**config.mk**
```make
export PLATFORM = sky130hd
export DESIGN_NAME = pkunit
export DESIGN_NICKNAME = d
export VERILOG_FILES = /design/src/rtl/pku_pkg.sv /design/src/rtl/pku_decode.sv /design/src/rtl/pku_narrow.sv /design/src/rtl/pku_interleave.sv /design/src/rtl/pkunit.sv
export SDC_FILE = /design/constraint.sdc
export NUM_CORES = 1
export LEC_CHECK = 0
export ABC_CLOCK_PERIOD_IN_PS = 2700
export CAP_MARGIN = 20
export CORE_ASPECT_RATIO = 1.75
export CORE_MARGIN = 8
export CORE_UTILIZATION = 36
export CTS_CLUSTER_DIAMETER = 100
export DETAILED_ROUTE_END_ITERATION = 10
export DONT_BUFFER_PORTS = 1
export GPL_ROUTABILITY_DRIVEN = 0
export PLACE_DENSITY = 0.61
export SLEW_MARGIN = 10
export SYNTH_ARGS = -nofsm -noshare
export SYNTH_HDL_FRONTEND = slang
export SYNTH_SLANG_ARGS = --single-unit
```
**constraint.sdc**
```tcl
create_clock -name clk -period 2.7 [get_ports clk]
set_input_delay 0.135 -clock clk [delete_from_list [all_inputs] [get_ports clk]]
set_output_delay 0.135 -clock clk [all_outputs]
set_load 0.005 [all_outputs]
```
**src/rtl/pku_pkg.sv**
```systemverilog
package pku_pkg;
  localparam int WORD_BITS = 64;
  localparam int NUM_SEL   = 5;

  // one-hot selection indices
  localparam int SEL_NDW = 0;   // signed 32 -> signed 16
  localparam int SEL_NSB = 1;   // signed 16 -> signed 8
  localparam int SEL_NUB = 2;   // signed 16 -> unsigned 8
  localparam int SEL_ILO = 3;   // interleave lower halves
  localparam int SEL_IHI = 4;   // interleave upper halves

  localparam logic [7:0] CODE_NDW = 8'h6B;
  localparam logic [7:0] CODE_NSB = 8'h63;
  localparam logic [7:0] CODE_NUB = 8'h67;
  localparam logic [5:0] PFX_ILO  = 6'b011000;
  localparam logic [5:0] PFX_IHI  = 6'b011010;

  typedef logic [NUM_SEL-1:0] pk_sel_t;
  typedef logic [1:0]         pk_gran_t;
endpackage

```
**src/rtl/pku_decode.sv**
```systemverilog
module pku_decode
  import pku_pkg::*;
(
  input  logic [7:0] opcode_i,
  output pk_sel_t    sel_o,
  output pk_gran_t   gran_o,
  output logic       illegal_o
);
  logic gran_ok;

  assign gran_o  = opcode_i[1:0];
  assign gran_ok = (opcode_i[1:0] != 2'b11);

  always_comb begin
    sel_o = '0;
    if (opcode_i == CODE_NDW)                       sel_o[SEL_NDW] = 1'b1;
    else if (opcode_i == CODE_NSB)                  sel_o[SEL_NSB] = 1'b1;
    else if (opcode_i == CODE_NUB)                  sel_o[SEL_NUB] = 1'b1;
    else if (opcode_i[7:2] == PFX_ILO && gran_ok)   sel_o[SEL_ILO] = 1'b1;
    else if (opcode_i[7:2] == PFX_IHI && gran_ok)   sel_o[SEL_IHI] = 1'b1;
  end

  assign illegal_o = (sel_o == '0);
endmodule

```
**src/rtl/pku_narrow.sv**
```systemverilog
module pku_narrow #(
  parameter int DATA_W       = 64,
  parameter int IN_W         = 32,
  parameter int OUT_W        = 16,
  parameter bit UNSIGNED_OUT = 1'b0
) (
  input  logic [DATA_W-1:0] dst_i,
  input  logic [DATA_W-1:0] src_i,
  output logic [DATA_W-1:0] res_o
);
  localparam int LANES = DATA_W / IN_W;

  function automatic logic [OUT_W-1:0] clamp_s(input logic [IN_W-1:0] x);
    logic [IN_W-OUT_W:0] top;
    top = x[IN_W-1:OUT_W-1];
    if (top == '0 || top == '1) return x[OUT_W-1:0];
    else if (x[IN_W-1])         return {1'b1, {(OUT_W-1){1'b0}}};
    else                        return {1'b0, {(OUT_W-1){1'b1}}};
  endfunction

  function automatic logic [OUT_W-1:0] clamp_u(input logic [IN_W-1:0] x);
    if (x[IN_W-1])                  return '0;
    else if (|x[IN_W-2:OUT_W])      return '1;
    else                            return x[OUT_W-1:0];
  endfunction

  for (genvar i = 0; i < LANES; i++) begin : g_lane
    if (UNSIGNED_OUT) begin : g_u
      assign res_o[i*OUT_W +: OUT_W]         = clamp_u(dst_i[i*IN_W +: IN_W]);
      assign res_o[(LANES+i)*OUT_W +: OUT_W] = clamp_u(src_i[i*IN_W +: IN_W]);
    end else begin : g_s
      assign res_o[i*OUT_W +: OUT_W]         = clamp_s(dst_i[i*IN_W +: IN_W]);
      assign res_o[(LANES+i)*OUT_W +: OUT_W] = clamp_s(src_i[i*IN_W +: IN_W]);
    end
  end
endmodule

```
**src/rtl/pku_interleave.sv**
```systemverilog
module pku_interleave #(
  parameter int DATA_W = 64,
  parameter int ELEM_W = 8
) (
  input  logic [DATA_W-1:0] dst_i,
  input  logic [DATA_W-1:0] src_i,
  output logic [DATA_W-1:0] lo_o,
  output logic [DATA_W-1:0] hi_o
);
  localparam int ELEMS = DATA_W / ELEM_W;
  localparam int HALF  = ELEMS / 2;

  for (genvar i = 0; i < HALF; i++) begin : g_pair
    assign lo_o[(2*i)*ELEM_W   +: ELEM_W] = dst_i[i*ELEM_W +: ELEM_W];
    assign lo_o[(2*i+1)*ELEM_W +: ELEM_W] = src_i[i*ELEM_W +: ELEM_W];
    assign hi_o[(2*i)*ELEM_W   +: ELEM_W] = dst_i[(HALF+i)*ELEM_W +: ELEM_W];
    assign hi_o[(2*i+1)*ELEM_W +: ELEM_W] = src_i[(HALF+i)*ELEM_W +: ELEM_W];
  end
endmodule

```
**src/rtl/pkunit.sv**
```systemverilog
module pkunit
  import pku_pkg::*;
#(
  parameter int DATA_W = WORD_BITS,
  parameter int GRANS  = 3
) (
  input  logic              clk,
  input  logic              rst,
  input  logic [7:0]        opcode_i,
  input  logic [DATA_W-1:0] dst_i,
  input  logic [DATA_W-1:0] src_i,
  output logic [DATA_W-1:0] result_o,
  output logic              illegal_o
);
  pk_sel_t  sel;
  pk_gran_t gran;
  logic     bad_op;

  logic [DATA_W-1:0] n_dw, n_sb, n_ub;
  logic [DATA_W-1:0] il_lo [GRANS];
  logic [DATA_W-1:0] il_hi [GRANS];
  logic [DATA_W-1:0] pick_lo, pick_hi, nxt;

  pku_decode u_dec (
    .opcode_i (opcode_i),
    .sel_o    (sel),
    .gran_o   (gran),
    .illegal_o(bad_op)
  );

  pku_narrow #(.DATA_W(DATA_W), .IN_W(32), .OUT_W(16), .UNSIGNED_OUT(1'b0)) u_ndw (
    .dst_i(dst_i), .src_i(src_i), .res_o(n_dw));
  pku_narrow #(.DATA_W(DATA_W), .IN_W(16), .OUT_W(8),  .UNSIGNED_OUT(1'b0)) u_nsb (
    .dst_i(dst_i), .src_i(src_i), .res_o(n_sb));
  pku_narrow #(.DATA_W(DATA_W), .IN_W(16), .OUT_W(8),  .UNSIGNED_OUT(1'b1)) u_nub (
    .dst_i(dst_i), .src_i(src_i), .res_o(n_ub));

  for (genvar g = 0; g < GRANS; g++) begin : g_il
    pku_interleave #(.DATA_W(DATA_W), .ELEM_W(8 << g)) u_il (
      .dst_i(dst_i), .src_i(src_i), .lo_o(il_lo[g]), .hi_o(il_hi[g]));
  end

  always_comb begin
    case (gran)
      2'd0:    begin pick_lo = il_lo[0]; pick_hi = il_hi[0]; end
      2'd1:    begin pick_lo = il_lo[1]; pick_hi = il_hi[1]; end
      2'd2:    begin pick_lo = il_lo[2]; pick_hi = il_hi[2]; end
      default: begin pick_lo = '0;       pick_hi = '0;       end
    endcase
  end

  always_comb begin
    nxt = '0;
    if (sel[SEL_NDW])      nxt = n_dw;
    else if (sel[SEL_NSB]) nxt = n_sb;
    else if (sel[SEL_NUB]) nxt = n_ub;
    else if (sel[SEL_ILO]) nxt = pick_lo;
    else if (sel[SEL_IHI]) nxt = pick_hi;
  end

  always_ff @(posedge clk) begin
    if (rst) begin
      result_o  <= '0;
      illegal_o <= 1'b0;
    end else begin
      result_o  <= nxt;
      illegal_o <= bad_op;
    end
  end

  // reset clears both outputs
  a_r1_reset_clear: assert property (@(posedge clk)
    rst |=> (result_o == '0 && !illegal_o));

  // at most one operation is selected at a time
  a_r7_sel_onehot: assert property (@(posedge clk) disable iff (rst)
    $onehot0(sel));

  // a flagged opcode never leaves data on the result
  a_r9_illegal_zero: assert property (@(posedge clk) disable iff (rst)
    illegal_o |-> result_o == '0);

  // negative 16-bit lane gives an unsigned byte of zero
  a_r4_neg_to_zero: assert property (@(posedge clk) disable iff (rst)
    (!$past(rst) && $past(sel[SEL_NUB]) && $past(dst_i[15])) |-> result_o[7:0] == 8'h00);

  // large positive 16-bit lane clamps to +127
  a_r3_pos_clamp: assert property (@(posedge clk) disable iff (rst)
    (!$past(rst) && $past(sel[SEL_NSB]) && ($past(signed'(dst_i[15:0])) > 16'sd127))
      |-> result_o[7:0] == 8'h7F);

  // low interleave places the destination byte first
  a_r5_dst_first: assert property (@(posedge clk) disable iff (rst)
    (!$past(rst) && $past(sel[SEL_ILO]) && $past(gran) == 2'd0)
      |-> result_o[7:0] == $past(dst_i[7:0]));
endmodule

```
==> summary.txt, run 1 <==
Final layout
  – Area Overhead vs Synth: 11.3%
  – # diodes: 0
  – Layout cells sized above 1: about 9%
  – Post-layout nets: approximately 1000
  – Commonest non-fill, non-tap cell in the layout: a21oi_1
  – Most frequent cells in the layout: 105 x a21oi_1, 87 x o21ai_0, 82 x nor2_1, 65 x dfxtp_1, 55 x nand2_1

Routing
  – Router iterations before antenna repair: 8
  – Drt initial violations: around 760
  – Total Wirelength: between 30000 and 40000 um
  – Residual DRC count: 0
  – Via Count: 7699
  – Antenna Nets Post-Route: 0
  – Drt via density: about 7.2
  – Wire length per cell: 31.1 um

Floorplanning
  – Initial core utilization: a little over a third
  – Row cnt: 63
  – Die ar.: ~22000 um2
  – Die X-Extent: ~120 um
  – I/O pin cnt: slightly above 200
  – Die Ht: ~190 um
  – Core Area: around 17000 um2

Timing
  – Fin worst setup slack: 0.754 ns
  – Fin crit period: 1.95 ns
  – Final Hold Vio Count: 1
  – FMAX: a little over 0.5 GHz
  – Fin crit share: 72.1%
  – Tightest Pin Transition: a little over 0.9 ns
  – Setup_tns: 0 ns
  – Slew HR: between 30% and 40%
  – Hold_ws: -0.00261 ns
  – Final setup viols: 0
  – Final Max Tran Viols: 0
  – Unrepaired setup endpoints after global routing: no

Worst setup path
  – Slowest stage cell, crit path: nor3_1
  – Buf/Inv on CP: 2
  – Crit path largest cell delay: 0.40 ns
  – Worst Path Max Fanout: 10
  – Cell Chain, Critical Path: nand4bb_1 > buf_4 > nor3_1 > buf_4 > o21a_1 > a21oi_1 > a221oi_1 > nor2_1
  – Worst path required time: slightly below 3 ns
  – Most Frequent Cell on Critical Path: buf_4
  – CP Capture Type: flop
  – WP data arrival: about 2.2 ns
  – Critical Path Source Type: primary input
  – Delay-heaviest family, CP: simple AND/OR/NAND/NOR gates
  – Crit Path Category: in -> reg

Clock tree
  – Clock Path Buffers: 2
  – Clock transition at path regs: 0.05 ns
  – Total CTS buffers: 9
  – Sink Count: between 60 and 70
  – Post-CTS Setup Bufs: 0
  – CTS H-Tree Depth: 3
  – CTS tree: built
  – Clock root cell: clkbuf_16

Logic synthesis
  – Unique masters post-synth: 64
  – EDFF count, synth: 0
  – Warnings from Yosys: 0
  – Asr flop ratio synth: 0%
  – Yosys reg bits: 65
  – Top_reg_cell synth: dfxtp_1
  – Area of the mapped netlist: between 6000 and 7000 um2
  – Post-synthesis sequential area ratio: 20.9%
  – Syn Area/Cell: around 7.3 um2
  – Gate Count Post-Synth: roughly 860
  – Syn Nets: between 900 and 1000

Place
  – IO buf count: 0
  – Dpl hpwl: roughly 24000 um
  – Setup slack after placement: just under 0.5 ns

Global route
  – Total track usage: 29.9%
  – Pin count of the biggest net entering global routing: between 70 and 80
  – GRT overflow: 0
  – First-pass GRT wire length: about 50000 um
  – Vias in the first global route: ~7500
  – Antenna violations before repair: 2

Pwr
  – Peak supply drop: between 200 and 250 uV
  – Pleak: approximately 0.0022 uW
  – Overall power: about 2500 uW
  – PwrDens: 368 nW/um2

Run status
  – Failing checks: negative hold slack
  – Outcome: finished with violations

Job
  – # Max-Cap Violations: 0

Worst hold path
  – Min-Delay Path Class: in -> reg
state kept, by name, indices dropped and copies added (netlist names):
name and cells:
illegal_o 1, result_o 64
metal layers:
layer  up-vias  part of all wire, %  global-route usage, %
met3       178                   13                   12.3
li1       3330                    -                      -
met4         2                  7.4                   22.1
met1      3591                   30                   28.6
met5         -                 0.10                      0
met2       598                   49                   50.3
synth_stat cells (3+ instances only):
| cell | count | area [um2] |
|---|---|---|
| a2111oi_0 | 3 | 26.3 |
| a211o_1 | 6 | 52.6 |
| a211oi_1 | 17 | 128 |
| a21boi_0 | 9 | 67.6 |
| a21oi_1 | 105 | 526 |
| a221o_1 | 7 | 70.1 |
| a221oi_1 | 33 | 289 |
| a22o_1 | 8 | 70.1 |
| a31oi_1 | 15 | 93.8 |
| a32oi_1 | 3 | 26.3 |
| a41oi_1 | 4 | 35.0 |
| and2_1 | 8 | 50.1 |
| and3_1 | 3 | 18.8 |
| and3b_1 | 4 | 35.0 |
| buf_1 | 11 | 41.3 |
| buf_2 | 10 | 50.1 |
| buf_6 | 3 | 33.8 |
| clkbuf_1 | 48 | 180 |
| dfxtp_1 | 65 | 1300 |
| inv_1 | 8 | 30.0 |
| mux2_2 | 19 | 214 |
| mux2i_1 | 25 | 250 |
| mux4_2 | 11 | 248 |
| nand2_1 | 55 | 206 |
| nand2b_1 | 8 | 50.1 |
| nand3_1 | 14 | 70.1 |
| nand3b_1 | 7 | 52.6 |
| nand4_1 | 24 | 150 |
| nor2_1 | 83 | 312 |
| nor2b_1 | 6 | 37.5 |
| nor3_1 | 25 | 125 |
| nor4_1 | 13 | 81.3 |
| o211a_1 | 5 | 50.1 |
| o211ai_1 | 3 | 22.5 |
| o21a_1 | 19 | 143 |
| o21ai_0 | 87 | 435 |
| o22ai_1 | 18 | 113 |
| o31ai_1 | 3 | 22.5 |
| o32ai_1 | 17 | 149 |
| or2_2 | 5 | 31.3 |
| or3_1 | 6 | 37.5 |
| or4_1 | 3 | 22.5 |
worst paths after layout:
check / startpoint / to / slack (ns) / depth (start not counted)
worst max-delay path: opcode_i[7] / result_o[13] / 0.75 / 8
worst min-delay path: dst_i[31] / result_o[15] / -0.003 / 2
stage by stage:
stage	util [%]	std cells	area [um2]	hold WS [ns]
after floorplan	-	856	6210	0.262
after global placement	37.4	1029	6340	0.217
after detailed placement	37.5	1030	6350	0.220
after CTS	40.8	1074	6920	0.000439
after global routing	40.8	1074	6920	0.00102
final	40.8	1074	6920	-0.00261
area by class of cell:
cell class                 count  area (um2)
sequential                    65        1300
tap                          227         284
multi-input combinational    709        4570
fill                        1829       10000
inverter                       9        33.8
timing repair buffer          48         453
clock buffer                  13         260
clock inverter                 3        15.0
power by group:
| part | switching (uW) | internal [uW] | leakage [uW] |
|---|---|---|---|
| Clock | 441 | 667 | 0.000139 |
| Sequential | 5.99 | 969 | 0.000525 |
| Combinational | 243 | 223 | 0.00158 |
kinds of logic (layout without fill, tap and decap cells):
| logic type | count (synthesis) | count (layout) | synth area share, % |
|---|---|---|---|
| compound gates | 382 | 382 | 40.2 |
| xor+xnor | 1 | 1 | 0.141 |
| buf+inv | 82 | 73 | 5.58 |
| flops | 65 | 65 | 20.9 |
| mux | 55 | 55 | 11.5 |
| simple gates | 271 | 271 | 21.6 |
what timing repair did:
| item | in CTS | in global routing |
|---|---|---|
| endpoints found under the hold margin | 54 | 0 |
| hold buffers | 28 | 0 |
| gates resized for setup | 0 | 0 |
(Power assumes the default switching activity.)
==> run 2: changes to the inputs <==
ABC_AREA = 1   (was not set)
ABC_CLOCK_PERIOD_IN_PS = 1950   (was 2700)
clock period = 1.95 ns   (was 2.7 ns; I/O delays follow)
==> run 2 against run 1 <==
Net effect:
- the run now ends clean
- first-iteration DRC count increased by 24%
- via count grew 20%
- sequential share of layout area is 2.1 points lower
- flip-flop and latch count did not move
- non-clock buffer count grew 12
- cell count is 47% higher
- hold slack gained 0.017 ns
- cell area increased by 13%
- routed wire length is 3.6% higher
- die area increased by 11%
- combinational power is 57% higher
- clock power is 36% higher
- highest routed layer is now met4
==> summary.txt, run 2 <==
Final layout
  – Largest reg by FF count: result_o
  – Layout cells sized above 1: 5.70% (-3.2 points)
  – Post-layout instance area: 7800 um2 (+13%)
  – Register area: 1300 um2 (unchanged)
  – Commonest non-fill, non-tap cell in the layout: nand2_1
  – Largest regs: result_o x64, illegal_o x1
  – Post-layout nets: 1468 (+50%)
  – # fillers: 2112 (+15%)
  – Max reg flops: 64 (unchanged)
  – # diodes: 0 (unchanged)
  – Multi-input gate area: 4870 um2 (+6.5%)
  – Most frequent cells in the layout: 466 x nand2_1, 143 x nor2_1, 128 x nand3_1, 122 x inv_1, 93 x a21oi_1
  – Area Overhead vs Synth: 12.2%
  – Final core occ: 41.0% (+0.19 points)

Logic synthesis
  – Area share of the largest cell type after synthesis: 25.1% (+4.2 points)
  – Gate Count Post-Synth: 1317 (+54%)
  – Post-synthesis sequential area ratio: 18.7% (-2.2 points)
  – EDFF count, synth: 0 (unchanged)
  – Syn Nets: 1455 (+46%)
  – Yosys reg bits: 65 (unchanged)
  – Warnings from Yosys: 0 (unchanged)
  – Synth top area cells: nand2_1 25%, dfxtp_1 19%, nand3_1 9.2%, nor2_1 7.7%, a21oi_1 6.7%
  – Area of the mapped netlist: 6960 um2 (+12%)
  – Asr flop ratio synth: 0% (unchanged)
  – Synth top cells by count: 466 x nand2_1, 143 x nor2_1, 128 x nand3_1
  – Syn Area/Cell: 5.28 um2 (-27%)
  – Most common cell in the netlist: nand2_1
  – Top_reg_cell synth: dfxtp_1
  – Post-synth top area cell: nand2_1
  – Unique masters post-synth: 34 (-47%)

Clock tree
  – CTS tree: built
  – Total CTS buffers: 9 (unchanged)
  – Clock transition at path regs: 0.07 ns (+0.02 ns)
  – Sink Count: 65 (unchanged)
  – Post-CTS Setup Bufs: 0 (unchanged)
  – Clock Path Buffers: 2 (unchanged)
  – # hold bufs at CTS: 31 (+11%)
  – Clock root cell: clkbuf_16
  – Cts repair resizes: 0 (unchanged)
  – CTS H-Tree Depth: 3 (unchanged)

Global route
  – GRT overflow: 0 (unchanged)
  – Met2 usage: 50.6% (+0.30 points)
  – Total track usage: 28.2% (-1.8 points)
  – First-pass GRT wire length: 51700 um (+6.4%)
  – M3 GR Usage: 7.18% (-5.1 points)
  – Met1 Use GR: 26.4% (-2.2 points)
  – Pin count of the biggest net entering global routing: 41 (-47%)
  – Top Usage Layer GRT: met2
  – Vias in the first global route: 9009 (+20%)
  – Antenna violations before repair: 0 (-2)

Worst hold path
  – Min-Delay Path Class: in -> reg

Timing
  – Tightest Pin Transition: 0.821 ns (-0.0971 ns)
  – Final Max Tran Viols: 0 (unchanged)
  – FMAX: around 0.56 GHz
  – Final setup viols: 0 (unchanged)
  – Fin crit period: 1.77 ns
  – Final Hold Vio Count: 0 (-1)
  – Slew HR: 45.2% (+7.1 points)
  – Fin crit share: roughly nine tenths
  – Setup_tns: 0 ns (unchanged)
  – Unrepaired setup endpoints after global routing: no

Floorplanning
  – Initial core utilization: 36.6% (-0.098 points)
  – Die X-Extent: 121 um (+5.0%)
  – Die Ht: 200 um (+5.3%)
  – Die ar.: 24200 um2 (+11%)
  – Row cnt: 67 (+6.3%)
  – I/O pin cnt: 203 (unchanged)
  – Core Area: 19000 um2 (+12%)

Pwr
  – PwrDens: 461 nW/um2 (+25%)
  – Peak supply drop: 309 uV (+51%)
  – Pleak: 0.00346 uW (+54%)

Routing
  – Antenna Nets Post-Route: 0 (unchanged)
  – Residual DRC count: 0 (unchanged)
  – Router iterations before antenna repair: 6 (-2)
  – Wire length per cell: 22.0 um (-29%)
  – Total Wirelength: 34600 um (+3.6%)
  – Via Count: 9227 (+20%)
  – Drt initial violations: 944 (+24%)
  – Drt via density: 5.86 (-18%)

Place
  – Placed Area: 7220 um2 (+14%)
  – Dpl hpwl: 26400 um (+8.6%)
  – IO buf count: 0 (unchanged)

Job
  – # Max-Cap Violations: 0 (unchanged)

Worst setup path
  – Worst Path Max Fanout: 34 (+24)
  – WP data arrival: 2.01 ns (-0.17 ns)
  – CP Capture Type: flop
  – Worst path required time: 2.19 ns (-0.74 ns)
  – Critical Path Source Type: primary input
  – Crit Path Category: in -> reg

Run status
  – Outcome: completed
run 2: changes by cell type after synthesis, moves of 21 or more:
| cell | previous run | this run |
|---|---|---|
| nand2_1 | 55 | 466 |
| inv_1 | 8 | 122 |
| nand3_1 | 14 | 128 |
| nor2_1 | 83 | 143 |
| o22ai_1 | 18 | 59 |
| a221oi_1 | 33 | 0 |
| clkbuf_1 | 48 | 17 |
| mux2i_1 | 25 | 0 |
| buf_2 | 10 | 31 |
run 2: cells by family after synthesis:
group	Yosys count	share of synthesized area (%)
AOI/OAI and AO/OA	261	20.7
DFF	65	18.7
buffers and inverters	189	11.3
and+or+nand+nor	802	49.3
run 2: final cells by class:
type | instances | area share, %
multi-input cells | 1063 | 62.4
flip-flops and latches | 65 | 16.7
repair buffers | 60 | 7.38
inverters | 131 | 6.33
well taps | 241 | 3.86
clock buffers | 10 | 2.93
clock inverters | 5 | 0.433
run 2: worst max-delay path: stages:
cell,delay [ns]
inv_1,0.16
nand2_4,0.16
nand2_2,0.35
inv_2,0.17
nand2_1,0.10
o21ai_0,0.08
nand2_1,0.07
nand3_1,0.07
nor2_1,0.10
a21oi_1,0.07
dlygate4sd3_1,0.56
run 2: path summary, 6_finish.rpt:
| kind | endpoint | slack (ns) | from | depth (start not counted) |
|---|---|---|---|---|
| min | result_o[13] | 0.01 | dst_i[13] | 4 |
| max | result_o[55] | 0.18 | opcode_i[1] | 11 |
run 2: routing by layer:
layer | part of all wire, % | routed length, um | up-vias
met4 | 7.9 | 2730 | 0
li1 | - | - | 4354
met2 | 52 | 17800 | 565
met3 | 9.7 | 3340 | 156
met5 | 0 | 0 | -
met1 | 31 | 10700 | 4152
run 2: power breakdown:
part	internal, uW	switching (uW)
logic	248	485
registers	1340	6.92
clock network	851	663
run 2: through the flow:
step | setup slack, ns | power [uW] | hold slack (ns) | instances
after floorplan | 0.671 | 1860 | 0.245 | 1317
after global placement | 0.343 | 2010 | 0.180 | 1529
after detailed placement | 0.256 | 2010 | 0.178 | 1529
after CTS | 0.258 | 3590 | 0.00217 | 1575
after global routing | 0.0955 | 3750 | 0.0166 | 1575
final | 0.180 | 3590 | 0.0149 | 1575
==> run 3: changes to the inputs <==
ABC_AREA = 0   (was 1)
==> run 3 against run 2 <==
Net effect:
- critical path depth fell by 5
- cell area fell by 4.3%
- total power increased by 0.50%
- sequential share of layout area up 0.76 points
- via count decreased by 14%
- combinational power decreased by 2%
==> summary.txt, run 3 (synthesis results as in run 1) <==
Worst setup path
  – CP Capture Type: flop
  – Cell Chain, Critical Path: nand4bb_1 > buf_4 > or2_2 > o31a_1 > a2111oi_0 > dlygate4sd3_1
  – Buf/Inv on CP: 2 (-1)
  – Worst path required time: 2.24 ns (+0.05 ns)
  – Crit path largest cell delay: 0.60 ns (+0.04 ns)
  – Critical Path Source Type: primary input
  – Crit Path Category: in -> reg
  – Slowest stage cell, crit path: dlygate4sd3_1
  – Worst Path Max Fanout: 13 (-62%)
  – WP data arrival: 2.15 ns (+0.14 ns)
  – Delay-heaviest family, CP: buffers and inverters

Pwr
  – Overall power: 3610 uW (+0.50%)
  – Pleak: 0.00254 uW (-27%)
  – Sw Share: 27.3% (-4.8 points)
  – Clock share of power: 42.7% (+0.6 points)
  – PwrDens: 484 nW/um2 (+5.1%)
  – Switching power of the nets: 987 uW (-15%)
  – Flop pwr share: 37.4% (about the same)
  – Int Pwr: 2620 uW (+7.6%)
  – Combinational share of power: 19.9% (-0.5 points)
  – Peak supply drop: 292 uV (-5.6%)

Place
  – IO buf count: 0 (unchanged)
  – Dpl hpwl: 24800 um (-6.0%)

Floorplanning
  – Die X-Extent: 115 um (-4.8%)
  – Die Ht: 190 um (-5.1%)
  – Die ar.: 21900 um2 (-9.6%)
  – I/O pin cnt: 203 (unchanged)
  – Initial core utilization: 36.7% (+0.098 points)
  – Row cnt: 63 (-6.0%)
  – Core Area: 16900 um2 (-11%)

Final layout
  – # fillers: 1773 (-16%)
  – # diodes: 0 (unchanged)
  – Max reg flops: 64 (unchanged)
  – Largest reg by FF count: result_o
  – Commonest non-fill, non-tap cell in the layout: a21oi_1
  – Largest regs: result_o x64, illegal_o x1
  – Most frequent cells in the layout: 105 x a21oi_1, 87 x o21ai_0, 82 x nor2_1, 65 x dfxtp_1
  – Post-layout nets: 1040 (-29%)
  – Layout cells sized above 1: 12.9% (+7.2 points)
  – Area Overhead vs Synth: 20.1%

Clock tree
  – Clock transition at path regs: 0.06 ns (about the same)
  – Clock root cell: clkbuf_16
  – Sink Count: 65 (unchanged)
  – Clock Path Buffers: 2 (unchanged)
  – CTS tree: built
  – Total CTS buffers: 9 (unchanged)
  – CTS H-Tree Depth: 3 (unchanged)

Routing
  – Drt via density: 7.02 (+20%)
  – Total Wirelength: 34200 um (-0.96%)
  – Router iterations before antenna repair: 6 (unchanged)
  – Drt initial violations: 872 (-7.6%)
  – Antenna Nets Post-Route: 0 (unchanged)
  – Residual DRC count: 0 (unchanged)
  – Via Count: 7960 (-14%)
  – Wire length per cell: 30.2 um (+38%)

Worst hold path
  – Min-Delay Path Class: in -> reg
  – Hold EP: result_o[47]
  – Hold_sp: src_i[31]
  – Hold path depth: 2 (-2)

Timing
  – Final Max Tran Viols: 0 (unchanged)
  – Unrepaired setup endpoints after global routing: no
  – Final setup viols: 0 (unchanged)
  – Fin crit period: 1.85 ns (+0.0817 ns)
  – Setup_tns: 0 ns (unchanged)
  – Slew HR: 36.5% (-8.8 points)
  – Final Hold Vio Count: 0 (unchanged)
  – Fin crit share: 95.0% (+4.2 points)
  – Tightest Pin Transition: 0.953 ns (+0.132 ns)
  – FMAX: 0.540 GHz (-4.4%)

Global route
  – Total track usage: 30.5% (+2.4 points)
  – Pin count of the biggest net entering global routing: 78 (+90%)
  – First-pass GRT wire length: 49100 um (-4.9%)
  – GRT overflow: 0 (unchanged)
  – Antenna violations before repair: 1 (+1)
  – Vias in the first global route: 7489 (-17%)

Run status
  – Outcome: completed

Job
  – # Max-Cap Violations: 0 (unchanged)
## run 3: worst max path at each step
stage	from	cells after the start	endpoint	slack [ns]
CTS	opcode_i[7]	7	result_o[28]	0.09
detailed placement	dst_i[27]	8	result_o[13]	-0.10
global placement	src_i[30]	7	result_o[45]	-0.07
global route	dst_i[62]	8	result_o[31]	0.02
floorplan	src_i[59]	9	result_o[51]	0.004
finish	opcode_i[7]	6	result_o[28]	0.1
## run 3: repair_timing
action / 4_1_cts / 5_1_grt
endpoints found under the hold margin: 58 / 0
hold buffers: 48 / 0
setup buffers: 0 / 0
gates resized for setup: 0 / 2
setup endpoints to repair: 0 / 2
## run 3: routing by layer
layer	vias up	global-route usage, %	routed length, um
met3	164	11.2	4230
met2	598	52.4	17200
met4	2	21.4	2350
met1	3749	29.5	10500
met5	-	0	16
li1	3447	-	-
## run 3: cell type report
type | count | area (um2) | share of cell area [%]
Multi-Input combinational cell | 709 | 4580 | 61.4
Sequential cell | 65 | 1300 | 17.4
Timing Repair Buffer | 108 | 988 | 13.2
Tap cell | 227 | 284 | 3.81
Clock buffer | 13 | 260 | 3.49
Inverter | 9 | 33.8 | 0.453
Clock inverter | 3 | 15.0 | 0.201
## run 3: power groups by stage
| stage | clock network [uW] | registers, uW | logic (uW) |
|---|---|---|---|
| 3_5_place_dp | 0 | 1380 | 580 |
| 6_report | 1540 | 1350 | 720 |
| 3_3_place_gp | 0 | 1380 | 577 |
| 2_1_floorplan | 0 | 1380 | 514 |
| 4_1_cts | 1560 | 1350 | 691 |
| 5_1_grt | 1620 | 1350 | 763 |
## run 3: stage by stage
step | util, % | setup slack, ns | cells | instance area [um2] | hold WS (ns)
after detailed placement | 39.5 | -0.105 | 1070 | 6690 | 0.180
after CTS | 44.0 | 0.0902 | 1134 | 7450 | 0.00137
final | 44.0 | 0.0978 | 1134 | 7460 | 0.00363
after global placement | 39.4 | -0.0701 | 1069 | 6680 | 0.180
after global routing | 44.0 | 0.0197 | 1134 | 7460 | 0.00442
after floorplan | - | 0.00369 | 856 | 6210 | 0.224
